--- src/rtl/dma_trig_pkg.sv ---
package dma_trig_pkg;

    typedef enum logic [1:0] {
        POL_OFF  = 2'd0,
        POL_RISE = 2'd1,
        POL_FALL = 2'd2,
        POL_RSVD = 2'd3
    } trig_pol_e;

    typedef enum logic [1:0] {
        UNIT_BLOCK     = 2'd0,
        UNIT_RPT_BLOCK = 2'd1,
        UNIT_LINK_LOAD = 2'd2,
        UNIT_BEAT      = 2'd3
    } unit_kind_e;

    // Edge decode of two consecutive samples under a polarity setting.
    function automatic logic edge_hit(trig_pol_e pol, logic cur, logic prev);
        case (pol)
            POL_RISE: edge_hit = cur & ~prev;
            POL_FALL: edge_hit = ~cur & prev;
            default:  edge_hit = 1'b0;
        endcase
    endfunction

endpackage

--- src/rtl/trig_edge_detect.sv ---
module trig_edge_detect
    import dma_trig_pkg::*;
#(
    parameter int NUM_TRIG = 64,
    parameter int MAX_SEL  = 58,
    parameter int SEL_W    = 6
) (
    input  logic                clk,
    input  logic                rst,
    input  logic [NUM_TRIG-1:0] trig_in,
    input  logic [SEL_W-1:0]    sel,
    input  trig_pol_e           pol,
    output logic                hit
);
    localparam logic [SEL_W:0] SEL_LIMIT = (SEL_W+1)'(MAX_SEL);

    logic [SEL_W-1:0] sel_q;
    trig_pol_e        pol_q;
    logic             cur_s, prev_s;
    logic             fill_one, fill_two;
    logic             cfg_chg, sel_ok, sampled;

    assign cfg_chg = (sel != sel_q) || (pol != pol_q);
    assign sel_ok  = ({1'b0, sel} <= SEL_LIMIT);
    assign sampled = sel_ok ? trig_in[sel] : 1'b0;

    always_ff @(posedge clk) begin
        if (rst) begin
            sel_q    <= '0;
            pol_q    <= POL_OFF;
            cur_s    <= 1'b0;
            prev_s   <= 1'b0;
            fill_one <= 1'b0;
            fill_two <= 1'b0;
        end else begin
            sel_q    <= sel;
            pol_q    <= pol;
            cur_s    <= sampled;
            prev_s   <= cur_s;
            // history is trusted only after two samples under one setting
            fill_one <= !cfg_chg;
            fill_two <= fill_one && !cfg_chg;
        end
    end

    // pol_q matches the setting under which cur_s and prev_s were taken
    assign hit = fill_two && edge_hit(pol_q, cur_s, prev_s);

endmodule

--- src/rtl/trig_pend_ctr.sv ---
module trig_pend_ctr #(
    parameter int CNT_W = 3
) (
    input  logic             clk,
    input  logic             rst,
    input  logic             hit,
    input  logic             take,
    input  logic             unit_done,
    output logic [CNT_W-1:0] pending,
    output logic             grant,
    output logic             overrun
);
    localparam logic [CNT_W-1:0] CNT_MAX = '1;

    logic             in_flight;
    logic             full;
    logic [CNT_W-1:0] pend_nx;

    assign full = (pending == CNT_MAX);

    always_comb begin
        pend_nx = pending;
        case ({hit, take})
            2'b10:   if (!full) pend_nx = pending + CNT_W'(1);
            2'b01:   pend_nx = pending - CNT_W'(1);
            default: pend_nx = pending;
        endcase
    end

    always_ff @(posedge clk) begin
        if (rst) begin
            pending   <= '0;
            overrun   <= 1'b0;
            in_flight <= 1'b0;
        end else begin
            pending <= pend_nx;
            if (hit && !take && full) overrun <= 1'b1;
            if (take)           in_flight <= 1'b1;
            else if (unit_done) in_flight <= 1'b0;
        end
    end

    assign grant = (pending != '0) && !in_flight;

endmodule

--- src/rtl/dma_trig_gate.sv ---
module dma_trig_gate
    import dma_trig_pkg::*;
#(
    parameter int  NUM_TRIG = 64,
    parameter int  MAX_SEL  = 58,
    parameter int  CNT_W    = 3,
    localparam int SEL_W    = $clog2(NUM_TRIG)
) (
    input  logic                clk,
    input  logic                rst,
    input  logic [NUM_TRIG-1:0] trig_in,
    input  logic [SEL_W-1:0]    trig_sel,
    input  logic [1:0]          trig_pol,
    input  logic [1:0]          gate_mode,
    input  logic                unit_start,
    input  logic [1:0]          unit_kind,
    input  logic                unit_done,
    output logic                grant,
    output logic [CNT_W-1:0]    pending,
    output logic                overrun
);
    logic evt_hit;
    logic evt_take;

    trig_edge_detect #(
        .NUM_TRIG(NUM_TRIG),
        .MAX_SEL (MAX_SEL),
        .SEL_W   (SEL_W)
    ) u_edge (
        .clk    (clk),
        .rst    (rst),
        .trig_in(trig_in),
        .sel    (trig_sel),
        .pol    (trig_pol_e'(trig_pol)),
        .hit    (evt_hit)
    );

    // only a start of the gated kind consumes a stored hit
    assign evt_take = unit_start && (unit_kind_e'(unit_kind) == unit_kind_e'(gate_mode)) && grant;

    trig_pend_ctr #(
        .CNT_W(CNT_W)
    ) u_ctr (
        .clk      (clk),
        .rst      (rst),
        .hit      (evt_hit),
        .take     (evt_take),
        .unit_done(unit_done),
        .pending  (pending),
        .grant    (grant),
        .overrun  (overrun)
    );

endmodule

--- config.mk ---
export PLATFORM = sky130hd
export DESIGN_NAME = dma_trig_gate
export DESIGN_NICKNAME = d
export VERILOG_FILES = /design/src/rtl/dma_trig_pkg.sv /design/src/rtl/trig_edge_detect.sv /design/src/rtl/trig_pend_ctr.sv /design/src/rtl/dma_trig_gate.sv
export SDC_FILE = /design/constraint.sdc
export NUM_CORES = 1
export LEC_CHECK = 0
export ABC_AREA = 1
export BUFFER_PORTS_ARGS = -buffer_cell sky130_fd_sc_hd__buf_2
export CELL_PAD_IN_SITES_DETAIL_PLACEMENT = 0
export CELL_PAD_IN_SITES_GLOBAL_PLACEMENT = 2
export CORE_MARGIN = 3
export CORE_UTILIZATION = 20
export DETAILED_ROUTE_END_ITERATION = 8
export PLACE_DENSITY = 0.78
export SLEW_MARGIN = 20
export SYNTH_ARGS = -nofsm -noshare
export SYNTH_HDL_FRONTEND = slang
export SYNTH_HIERARCHICAL = 1
export SYNTH_SLANG_ARGS = --single-unit
--- constraint.sdc ---
create_clock -name clk -period 2.15 [get_ports clk]
set_input_delay 0 -clock clk [delete_from_list [all_inputs] [get_ports clk]]
set_output_delay 0 -clock clk [all_outputs]
set_load 0.1 [all_outputs]
==> flow_metrics.tcl <==
set metrics [dict create \
    startpoint "u_edge/pol_q[0]$_SDFF_PP0_" \
    ys_warn_count 6 \
    fin_skew_ns 0.00124 \
    endpoint_kind "flop" \
    cp.arrival_ns 2.13 \
    pre_cts_slack_ns 0.0570 \
    antenna_found_initial 0 \
    firstDrtPassIters 4 \
    gp_congestion 0.787 \
    power_density_mw_per_mm2 385 \
    final_common_cell "nand2_1" \
    slowest_stage "a2111oi_2" \
    place_hpwl_mm 4.03 \
    ys_seq_elements 17 \
    cts_root_buffer "clkbuf_8" \
    critPathMaxFanout 4 \
    wl_per_cell_microns 11.0 \
    netlist_instances 288 \
    status "completed" \
    fin_crit_sh 0.923 \
    cts-htree-levels 1 \
    cts_buffers 3 \
    leakage_nw 1.21 \
    fin_crit_ns 1.99 \
    grt_pass1_vias 1900 \
    die_y_microns 95.0 \
    grtUsageMet3 0.0199 \
    final_cell_mix "nand2_1, buf_2, inv_1" \
    ys_types 28 \
    cts_setup_buffers 0 \
    cts_tree "yes" \
    clock_latency_ns 0.25 \
    syn_area_sq_mm 0.00158 \
    met2_usage 0.197 \
    min_path_type "input pin to flop" \
    start_kind "flop" \
    rows 31 \
    worstPathRequired_ns 2.30 \
    core_area_sq_mm 0.00745 \
    vias 1917 \
    finalMaxSlewViolations 0 \
    cts.clk_slew.worst_paths_ns 0.07 \
    syn_nets 371 \
    drt-total-wl_mm 5.14 \
    floorplan.initialDensity 0.213 \
    holdWs_ns 0.0434 \
    rsz0062_at_grt "no" \
    relSlewSlack 0.639 \
    grt-busiest-layer "met2" \
    worstMarginPinSlew_ns 0.541 \
    drive_above_1_share 0.291 \
    dieArea_sq_mm 0.00902 \
    setup_viol 0 \
    fp.dieW_microns 95.0 \
    ys_seq_area_frac 0.215 \
    area_delta_synth_final_pct 36.6 \
    cts_sinks 17 \
    maxCapViolations 0 \
    nets 452 \
    drt_iter0_drc 53 \
    grt_pass1_wl_mm 8.34 \
    ant_nets 0 \
    clk_path_buf_depth 2 \
    globalRouteOverflowTotal 0 \
    hold_viol 0 \
    vias_per_cell 4.10 \
    grt.met1_usage 0.150 \
    portBuffers 84 \
    grt_max_degree 36 \
    hold_start "trig_sel[5]" \
    r2r-start "u_edge/pol_q[0]$_SDFF_PP0_" \
    diodes 0 \
    grt_use_total 0.114 \
    timing.fmax_ghz 0.504 \
    worstPathCellList "inv_1 > ha_1 > a2111oi_2 > inv_2 > nand2_2 > fa_2 > nand3_1 > a21oi_1 > nor2_1" \
    critical_path_class "flop to flop" \
    setup_ws_ns 0.164 \
    drcViolationCount 0 \
    io_pins 85 \
    slowest_delay_ns 0.38 \
    avgSynthCellArea_sq_um 5.50 \
    peakVddDrop_v 0.000179 \
]
critical path, delay by kind of cell, from the launching register on:
family | cells | cell delay [ns]
and+or+nand+nor | 3 | 0.28
adders and majority gates | 2 | 0.53
AOI/OAI and AO/OA | 2 | 0.54
buffers and inverters | 2 | 0.17
DFF | 1 | 0.37
state kept, by name, summed over array words and instances (netlist names):
signal and cells:
u_edge/fill_two 1, u_edge/fill_one 1, u_edge/pol_q 2, u_ctr/in_flight 1, u_edge/sel_q 6, u_ctr/overrun 1
u_edge/cur_s 1, u_edge/prev_s 1, u_ctr/pending 3
Yosys cell counts, drive strengths merged:
cell type,count,area (sq um)
nand2,97,367
inv,47,184
nor2,43,164
nand3,33,165
dfxtp,17,340
o21ai,12,60.1
a21oi,11,58.8
buf,11,101
xnor2,3,26.3
ha,2,25.0
nor3,2,10.0
o22ai,2,12.5
a2111oi,1,8.76
a221oi,1,8.76
a31oi,1,6.26
a41oi,1,8.76
clkbuf,1,3.75
fa,1,20.0
nor3b,1,7.51
or2,1,6.26
power breakdown:
group	internal, mW	switching, mW	leakage, nW	total, mW
Combinational	0.116	0.141	1.04	0.256
Sequential	0.322	0.00593	0.142	0.328
Clock	0.131	0.117	0.0260	0.248
cells by family after synthesis:
logic type,after synthesis,share of synthesized area
buffers and inverters,59,0.182
xor gates and xnor gates,3,0.0166
and+or+nand+nor,177,0.454
AOI/OAI and AO/OA,29,0.103
adders and majority gates,3,0.0284
DFF,17,0.215
through the flow:
stage                     TNS, ns  power [mW]   util  instance area (sq um)  std cells
after detailed placement        0       0.590  0.281                   2090        461
after global routing            0       0.901  0.290                   2160        467
after CTS                       0       0.842  0.290                   2160        467
after global placement          0       0.591  0.281                   2090        461
after floorplan            -0.524       0.493      -                   1640        288
final                           0       0.833  0.290                   2160        467
worst paths after layout:
check	end	slack, ns	depth (start not counted)
setup reg to reg	u_ctr/pending[2]$_SDFFE_PP0P_	0.16	9
hold / removal	u_edge/sel_q[5]$_SDFF_PP0_	0.04	3
setup / recovery	u_ctr/pending[2]$_SDFFE_PP0P_	0.16	9
hold reg to reg	u_edge/fill_two$_SDFF_PP0_	0.47	1
routing by layer:
| layer | wire [microns] | part of all wire |
|---|---|---|
| met2 | 2420 | 0.47 |
| met1 | 2420 | 0.47 |
| met3 | 247 | 0.048 |
| met5 | 0 | 0 |
| met4 | 53 | 0.010 |
area by class of cell:
| type | count | area, sq um |
|---|---|---|
| Fill cell | 893 | 5280 |
| Multi-Input combinational cell | 212 | 993 |
| Timing Repair Buffer | 88 | 455 |
| Sequential cell | 17 | 352 |
| Inverter | 47 | 191 |
| Tap cell | 99 | 124 |
| Clock buffer | 3 | 41.3 |
| Clock inverter | 1 | 6.26 |
repair_timing:
item / 4_1_cts / 5_1_grt
endpoints found under the setup margin: 0 / 2
endpoints found under the hold margin: 2 / 0
hold buffers: 2 / 0
gates resized for setup: 0 / 2
Power figures use the tool's default switching activity.
